## config.mk

```make
export PLATFORM = sky130hd
export DESIGN_NAME = stor_cmd_seq
export DESIGN_NICKNAME = d
export VERILOG_FILES = /design/src/rtl/stor_seq_pkg.sv /design/src/rtl/stor_cmd_fsm.sv /design/src/rtl/stor_rd_check.sv /design/src/rtl/stor_cmd_seq.sv
export SDC_FILE = /design/constraint.sdc
export NUM_CORES = 1
export LEC_CHECK = 0
export BUFFER_PORTS_ARGS = -buffer_cell sky130_fd_sc_hd__buf_2
export CORE_UTILIZATION = 40
export DETAILED_ROUTE_END_ITERATION = 12
export GPL_TIMING_DRIVEN = 0
export HOLD_SLACK_MARGIN = 0.06
export MAX_ROUTING_LAYER = met4
export SYNTH_ARGS = -nofsm -noshare
export SYNTH_HDL_FRONTEND = slang
export SYNTH_SLANG_ARGS = --single-unit
```

## constraint.sdc

```tcl
create_clock -name clk -period 4.05 [get_ports clk]
set_clock_uncertainty 0.1 [all_clocks]
set_input_delay 0.6075 -clock clk [delete_from_list [all_inputs] [get_ports clk]]
set_output_delay 0.6075 -clock clk [all_outputs]
set_load 0.05 [all_outputs]
```

## src/rtl/stor_seq_pkg.sv

```systemverilog
package stor_seq_pkg;
  typedef enum logic [2:0] {
    ST_IDLE,
    ST_RD_ISSUE,
    ST_WR_WAIT,
    ST_WR_BURST,
    ST_WR_CHECK,
    ST_END_WAIT
  } seq_state_e;
endpackage

```

## src/rtl/stor_cmd_fsm.sv

```systemverilog
module stor_cmd_fsm
  import stor_seq_pkg::*;
#(
  parameter int ADDR_W      = 48,
  parameter int LEN_W       = 16,
  parameter int CNT_W       = 13,
  parameter int BURST_WORDS = 512,
  parameter int PAD_WORDS   = 32,
  parameter int BLK_STEP    = 8
) (
  input  logic              clk,
  input  logic              rst_n,
  input  logic              start_wr,
  input  logic              start_rd,
  input  logic [LEN_W-1:0]  cmd_count,
  input  logic [ADDR_W-1:0] start_addr,
  input  logic [CNT_W-1:0]  fifo_count,
  input  logic              eng_wait,
  input  logic              eng_busy,
  output logic              wr_cmd,
  output logic              rd_cmd,
  output logic [ADDR_W-1:0] cmd_addr,
  output logic              wr_accept,
  output logic              test_busy,
  output logic              load,
  output logic              rd_mode
);
  localparam int WC_W = $clog2(BURST_WORDS);
  localparam logic [CNT_W-1:0]  START_TH = CNT_W'(BURST_WORDS);
  localparam logic [CNT_W-1:0]  CONT_TH  = CNT_W'(BURST_WORDS + PAD_WORDS);
  localparam logic [WC_W-1:0]   PRELAST  = WC_W'(BURST_WORDS - 2);
  localparam logic [ADDR_W-1:0] STEP     = ADDR_W'(BLK_STEP);

  seq_state_e       state;
  logic [WC_W-1:0]  word_idx;
  logic [LEN_W-1:0] cmds_left;
  logic             busy_q, busy_seen;
  logic             rd_accept, last_cmd;

  assign load      = (state == ST_IDLE) && (start_wr || start_rd) && (cmd_count != '0);
  assign wr_accept = wr_cmd && !eng_wait;
  assign rd_accept = rd_cmd && !eng_wait;
  assign last_cmd  = (cmds_left == LEN_W'(1));

  always_ff @(posedge clk) begin
    if (!rst_n) begin
      state     <= ST_IDLE;
      wr_cmd    <= 1'b0;
      rd_cmd    <= 1'b0;
      cmd_addr  <= '0;
      word_idx  <= '0;
      cmds_left <= '0;
      test_busy <= 1'b0;
      rd_mode   <= 1'b0;
      busy_q    <= 1'b0;
      busy_seen <= 1'b0;
    end else begin
      busy_q <= eng_busy;
      if (load)        busy_seen <= 1'b0;
      else if (busy_q) busy_seen <= 1'b1;
      case (state)
        ST_IDLE: if (load) begin
          test_busy <= 1'b1;
          cmd_addr  <= start_addr;
          cmds_left <= cmd_count;
          word_idx  <= '0;
          if (start_wr) begin
            rd_mode <= 1'b0;
            state   <= ST_WR_WAIT;
          end else begin
            rd_mode <= 1'b1;
            rd_cmd  <= 1'b1;
            state   <= ST_RD_ISSUE;
          end
        end
        ST_RD_ISSUE: if (rd_accept) begin
          if (last_cmd) begin
            rd_cmd <= 1'b0;
            state  <= ST_END_WAIT;
          end else begin
            cmd_addr  <= cmd_addr + STEP;
            cmds_left <= cmds_left - LEN_W'(1);
          end
        end
        ST_WR_WAIT: if (fifo_count >= START_TH) begin
          wr_cmd   <= 1'b1;
          word_idx <= '0;
          state    <= ST_WR_BURST;
        end
        ST_WR_BURST: if (wr_accept) begin
          word_idx <= word_idx + WC_W'(1);
          if (word_idx == PRELAST) state <= ST_WR_CHECK;
        end
        ST_WR_CHECK: if (wr_accept) begin
          if (last_cmd) begin
            wr_cmd <= 1'b0;
            state  <= ST_END_WAIT;
          end else begin
            cmds_left <= cmds_left - LEN_W'(1);
            cmd_addr  <= cmd_addr + STEP;
            word_idx  <= '0;
            if (fifo_count > CONT_TH) begin
              state <= ST_WR_BURST;
            end else begin
              wr_cmd <= 1'b0;
              state  <= ST_WR_WAIT;
            end
          end
        end
        ST_END_WAIT: if (!busy_q && busy_seen) begin
          test_busy <= 1'b0;
          state     <= ST_IDLE;
        end
        default: state <= ST_IDLE;
      endcase
    end
  end

  assert_wr_hold_R2: assert property (@(posedge clk) disable iff (!rst_n)
    (wr_cmd && eng_wait) |=> (wr_cmd && $stable(cmd_addr)));
  assert_rd_hold_R7: assert property (@(posedge clk) disable iff (!rst_n)
    (rd_cmd && eng_wait) |=> (rd_cmd && $stable(cmd_addr)));
  assert_one_cmd_R2: assert property (@(posedge clk) disable iff (!rst_n)
    !(wr_cmd && rd_cmd));
  assert_start_idle_R1: assert property (@(posedge clk) disable iff (!rst_n)
    $rose(test_busy) |-> $past(state == ST_IDLE));
  assert_end_seen_R9: assert property (@(posedge clk) disable iff (!rst_n)
    $fell(test_busy) |-> $past(busy_seen));
endmodule

```

## src/rtl/stor_rd_check.sv

```systemverilog
module stor_rd_check #(
  parameter int DATA_W = 64,
  parameter int BA_W   = 57
) (
  input  logic              clk,
  input  logic              rst_n,
  input  logic              clear,
  input  logic              chk_en,
  input  logic [DATA_W-1:0] rd_data,
  input  logic [DATA_W-1:0] exp_data,
  input  logic [BA_W-1:0]   byte_pos,
  output logic              fail,
  output logic [DATA_W-1:0] fail_expect,
  output logic [DATA_W-1:0] fail_actual,
  output logic [BA_W-1:0]   fail_addr
);
  logic mismatch;
  assign mismatch = chk_en && (rd_data != exp_data);

  always_ff @(posedge clk) begin
    if (!rst_n || clear) begin
      fail        <= 1'b0;
      fail_expect <= '0;
      fail_actual <= '0;
      fail_addr   <= '0;
    end else if (mismatch && !fail) begin
      fail        <= 1'b1;
      fail_expect <= exp_data;
      fail_actual <= rd_data;
      fail_addr   <= byte_pos;
    end
  end

  assert_fail_sticky_R8: assert property (@(posedge clk) disable iff (!rst_n)
    (fail && !clear) |=> (fail && $stable(fail_actual) && $stable(fail_expect) && $stable(fail_addr)));
  assert_fail_cause_R8: assert property (@(posedge clk) disable iff (!rst_n)
    $rose(fail) |-> $past(chk_en));
endmodule

```

## src/rtl/stor_cmd_seq.sv

```systemverilog
module stor_cmd_seq #(
  parameter int DATA_W       = 64,
  parameter int ADDR_W       = 48,
  parameter int LEN_W        = 16,
  parameter int FIFO_DEPTH   = 4096,
  parameter int BURST_WORDS  = 512,
  parameter int PAD_WORDS    = 32,
  parameter int SECTOR_BYTES = 512
) (
  input  logic                                        clk,
  input  logic                                        rst_n,
  input  logic                                        start_wr,
  input  logic                                        start_rd,
  input  logic [LEN_W-1:0]                            cmd_count,
  input  logic [ADDR_W-1:0]                           start_addr,
  input  logic [$clog2(FIFO_DEPTH+1)-1:0]             fifo_count,
  input  logic [DATA_W-1:0]                           fifo_data,
  output logic                                        fifo_ack,
  input  logic                                        eng_wait,
  input  logic                                        eng_busy,
  input  logic                                        eng_rd_valid,
  input  logic [DATA_W-1:0]                           eng_rd_data,
  output logic                                        eng_wr_cmd,
  output logic                                        eng_rd_cmd,
  output logic [ADDR_W-1:0]                           eng_addr,
  output logic [DATA_W-1:0]                           eng_wr_data,
  output logic                                        test_busy,
  output logic                                        test_fail,
  output logic [DATA_W-1:0]                           fail_expect,
  output logic [DATA_W-1:0]                           fail_actual,
  output logic [ADDR_W+$clog2(SECTOR_BYTES)-1:0]      fail_addr,
  output logic [ADDR_W+$clog2(SECTOR_BYTES)-1:0]      byte_count
);
  localparam int CNT_W     = $clog2(FIFO_DEPTH + 1);
  localparam int SEC_SH    = $clog2(SECTOR_BYTES);
  localparam int BC_W      = ADDR_W + SEC_SH;
  localparam int BYTE_STEP = DATA_W / 8;
  localparam int BLK_STEP  = (BURST_WORDS * BYTE_STEP) / SECTOR_BYTES;

  logic            wr_accept, load, rd_mode;
  logic [BC_W-1:0] base_bytes;

  stor_cmd_fsm #(
    .ADDR_W(ADDR_W), .LEN_W(LEN_W), .CNT_W(CNT_W),
    .BURST_WORDS(BURST_WORDS), .PAD_WORDS(PAD_WORDS), .BLK_STEP(BLK_STEP)
  ) u_fsm (
    .clk(clk), .rst_n(rst_n), .start_wr(start_wr), .start_rd(start_rd),
    .cmd_count(cmd_count), .start_addr(start_addr), .fifo_count(fifo_count),
    .eng_wait(eng_wait), .eng_busy(eng_busy), .wr_cmd(eng_wr_cmd),
    .rd_cmd(eng_rd_cmd), .cmd_addr(eng_addr), .wr_accept(wr_accept),
    .test_busy(test_busy), .load(load), .rd_mode(rd_mode)
  );

  assign eng_wr_data = fifo_data;
  assign fifo_ack    = wr_accept || (rd_mode && eng_rd_valid);

  always_ff @(posedge clk) begin
    if (!rst_n) begin
      base_bytes <= '0;
      byte_count <= '0;
    end else if (load) begin
      base_bytes <= {start_addr, {SEC_SH{1'b0}}};
      byte_count <= '0;
    end else if (fifo_ack) begin
      byte_count <= byte_count + BC_W'(BYTE_STEP);
    end
  end

  stor_rd_check #(.DATA_W(DATA_W), .BA_W(BC_W)) u_chk (
    .clk(clk), .rst_n(rst_n), .clear(load),
    .chk_en(rd_mode && eng_rd_valid), .rd_data(eng_rd_data),
    .exp_data(fifo_data), .byte_pos(base_bytes + byte_count),
    .fail(test_fail), .fail_expect(fail_expect),
    .fail_actual(fail_actual), .fail_addr(fail_addr)
  );

  assert_wr_busy_R3: assert property (@(posedge clk) disable iff (!rst_n)
    (fifo_ack && !rd_mode) |-> test_busy);
  assert_count_clear_R10: assert property (@(posedge clk) disable iff (!rst_n)
    load |=> (byte_count == '0));
endmodule

```

==> parameters.txt <==
Parameter                              Value

Yosys
  Proportion of register bits with asynchronous set or reset after synthesis ... 0%
  Number of register bits inferred by synthesis ... 367
  Number of enable flip-flop cells after synthesis ... 0
  Syn. warnings ... 0
  Most common library cells after synthesis ... dfxtp_1, nor2_1, nand2_1
  Part of the Yosys area used for sequential elements ... 37.89%
  Primary FF master, synth ... dfxtp_1
  Synth top area cells ... dfxtp_1, mux2i_1, nor2_1
  Cell type with the highest aggregate area in the netlist ... dfxtp_1
  Share of Yosys cell area claimed by the top area cell type ... 37.89%
  Cell area after synthesis ... 0.01939 sq mm
  Post-synthesis area per instance ... 8.311 sq um
  Distinct cell type count of the synthesized netlist ... 84
  Mapped Cells ... 2,333
  Most frequent cell after synthesis ... dfxtp_1

Finish
  Share of cells above drive strength 1 ... 25.91%
  Number of fill cells in the layout ... 4,728
  Number of non-filler instances in the completed layout ... 3,598
  Final Net Count ... 3,213
  Synthesis-to-finish area growth ... 26.49%
  Post-Layout Inst Area ... 0.02453 sq mm
  Post-layout utilization of the core ... 51.37%

Worst setup path
  Crit path largest cell delay ... 670 ps
  Path type of the worst setup path ... reg2reg
  Kind of start point of the critical path ... flop
  Length in cells of the worst reg-to-reg path ... 10
  List of cells traversed by the critical path ... clkbuf_1 > nor3_1 > and2_1 > o21ai_1 > buf_2 > nand2_1 > clkbuf_1 > buf_2 > buf_1 > nor2_1
  Critical-path maximum fanout ... 10
  Arrival time of the worst setup path ... 4080 ps
  Type of destination of the critical path ... flop
  Highest-delay cell along the critical path ... clkbuf_1
  Dominant delay contributor by cell family on the critical path ... buffers and inverters
  Stages on the worst setup path ... 10
  Required time of the worst setup path ... 4380 ps
  Number of buffer and inverter stages on the critical path ... 5

STA
  Setup repair after global routing missed its margin ... no
  Tightest Pin Transition ... 1060 ps
  Final WS setup ... 304.3 ps
  Highest attainable clock frequency ... 267.0 MHz
  Final max-slew violation count ... 0
  Final Hold Fails ... 0
  Final setup violation count ... 0
  Part of the cycle the worst path needs ... 92.49%
  Sum of negative setup slack ... 0 ps
  Max transition margin ... 28.67%
  Final critical path time including I/O delays and setup ... 3746 ps

Floorplanning
  Area inside the core boundary ... 0.04775 sq mm
  Std cell rows ... 80
  Die height ... 222.2 microns
  Number of top-level design ports ... 571
  Effective utilization at floorplan ... 40.61%
  Die Wd ... 222.2 microns
  Total die area ... 0.04936 sq mm

CTS
  Later-pin clock latency in the skew report ... 590 ps
  Root Buffer ... clkbuf_16
  Maximum level of the CTS H-tree ... 2
  Clock tree from TritonCTS ... built
  CTS hold repair buffers ... 0
  Total number of clock tree sinks ... 367
  Max Buffers Root-to-Sink ... 3
  Clk pin slew, worst setup/hold paths ... 60 ps
  TritonCTS Buffers ... 43

Routing
  Vias post-DR ... 19,706
  Drt via density ... 5.477
  WL final ... 85.20 mm
  Post-route ant nets ... 0
  Number of violations reported at the end of detailed-routing iteration 0 ... 1,454
  DR pass1 iterations ... 7
  Remaining design rule violation count ... 0
  Wirelength per Cell ... 23.68 microns

Place
  PortBufs ... 564
  Placed cell count ... 3,517
  GPL Wtd Cong ... 1.041
  Standard cell area after detailed placement ... 0.02300 sq mm
  DP Worst Slack ... 39.15 ps
  Placed wire-length estimate ... 69.19 mm

Pwr
  Ratio of total power to cell area ... 626.8 mW/mm^2
  Switching Share ... 45.17%
  Leakage power total ... 10.77 nW
  NetSw ... 6.943 mW
  Relative contribution of combinational cells to total power ... 42.3%
  Sequential group share of total power ... 30.7%
  Clock network fraction of design power ... 27.0%
  Internal Pwr Total ... 8.429 mW
  Maximum VDD drop ... 0.5516 mV

Global route
  Vias in the first global route ... 18,532
  Maximum number of pins on one net before global-route repair ... 13
  GRT Util Overall ... 34.39%
  GR Overflow Total ... 0
  Initial antenna violation count ... 11
  First-pass GRT wire length ... 122.8 mm

Flow run
  Max_cap viols ... 0

Hold path
  Min-Delay Path Depth ... 2
  Type of the tightest min-delay check ... in2reg

Outcome
  Run status ... completed
-- flip-flops by register name (all words and copies together), names as in the netlist --
name	flops
u_chk.fail_addr	54
u_chk.fail	1
u_chk.fail_actual	64
u_fsm.wr_cmd	1
u_fsm.word_idx	9
u_fsm.rd_cmd	1
byte_count	54
base_bytes	48
u_fsm.busy_q	1
u_fsm.cmds_left	16
u_fsm.cmd_addr	48
u_chk.fail_expect	64
u_fsm.state	3
u_fsm.test_busy	1
u_fsm.busy_seen	1
u_fsm.rd_mode	1
-- worst register-to-register path, delay by kind of cell, from the launching register on --
| kind | cells | cell delay [ps] |
|---|---|---|
| AO/OA/AOI/OAI | 1 | 170 |
| AND/OR/NAND/NOR | 4 | 840 |
| buffers and inverters | 5 | 2160 |
| flip-flops | 1 | 320 |
-- cells in the final DEF (no fill, tap or decap), types with 15 or more instances in the layout --
master     instances
a31oi_1           19
xnor2_1           40
nand2_1          229
ha_1              53
nor2b_1           16
nand3_1           67
xor2_1           117
nor4_1            33
clkbuf_1          92
nand4_1           42
inv_1             31
mux2i_1          164
buf_1             16
and3_1            20
a21boi_0          60
buf_2            584
a22oi_1           15
o21ai_0          114
a21oi_1          108
clkbuf_16         44
nor3_1            40
and2_1            42
nor2_1           356
a21o_1            27
buf_4             77
dfxtp_1          367
-- routing by layer --
metal | routed length (microns) | up-vias | track usage, % | share of wire (%)
met5 | 0 | - | - | 0
li1 | - | 9284 | - | -
met1 | 36750 | 9376 | 43.63 | 43
met4 | 2666 | 0 | 10.69 | 3.1
met3 | 5890 | 158 | 5.858 | 6.9
met2 | 39890 | 888 | 55.63 | 47
-- kinds of logic (layout without fill, tap and decap cells) --
group / after synthesis / after routing / share of synthesized area [%]
compound gates: 458 / 458 / 15.39
buf+inv: 231 / 872 / 6.091
xor+xnor: 157 / 157 / 7.092
fa+ha+maj: 54 / 54 / 3.523
flops: 367 / 367 / 37.89
other cells: 1 / 10 / 0.01934
simple gates: 899 / 899 / 21.41
mux: 166 / 166 / 8.582
-- metrics by stage --
stage | power, mW | hold slack, ps
6_report | 15.37 | 168.4
5_1_grt | 16.04 | 155.2
4_1_cts | 15.30 | 146.5
3_5_place_dp | 11.13 | 361.7
3_3_place_gp | 11.08 | 352.0
2_1_floorplan | 8.885 | 331.9
-- area by class of cell --
class	instances	area (sq um)	share of cell area, %
multi-input cells	1740	10890	44.39
inverters	31	116.4	0.4744
clock inverters	15	219.0	0.8928
plain buffers	200	1066	4.346
well taps	615	769.5	3.137
diodes	4	10.01	0.04081
repair buffers	564	2823	11.51
clock buffers	62	1289	5.255
flip-flops and latches	367	7347	29.96
-- power by group through the flow --
stage | Combinational, mW | Clock (mW) | Sequential [mW]
2_1_floorplan | 3.36 | 0 | 5.53
3_3_place_gp | 6.33 | 0 | 4.74
3_5_place_dp | 6.38 | 0 | 4.76
4_1_cts | 6.40 | 4.21 | 4.69
5_1_grt | 6.90 | 4.36 | 4.78
6_report | 6.50 | 4.16 | 4.72
-- final timing paths --
| path | start | slack (ps) | endpoint |
|---|---|---|---|
| worst max register to register | u_fsm.state[0] | 300 | u_chk.fail_expect[39] |
| worst max-delay path | u_fsm.state[0] | 300 | u_chk.fail_expect[39] |
| worst min register to register | u_fsm.cmd_addr[0] | 370 | u_fsm.cmd_addr[0] |
| worst min-delay path | eng_busy | 170 | u_fsm.busy_q |
-- what timing repair did --
action	in CTS	in global routing
endpoints found under the setup margin	0	30
setup buffers	0	0
hold endpoints to repair	0	0
gates resized for setup	0	4
No activity file was read; power rests on OpenSTA's default activity.
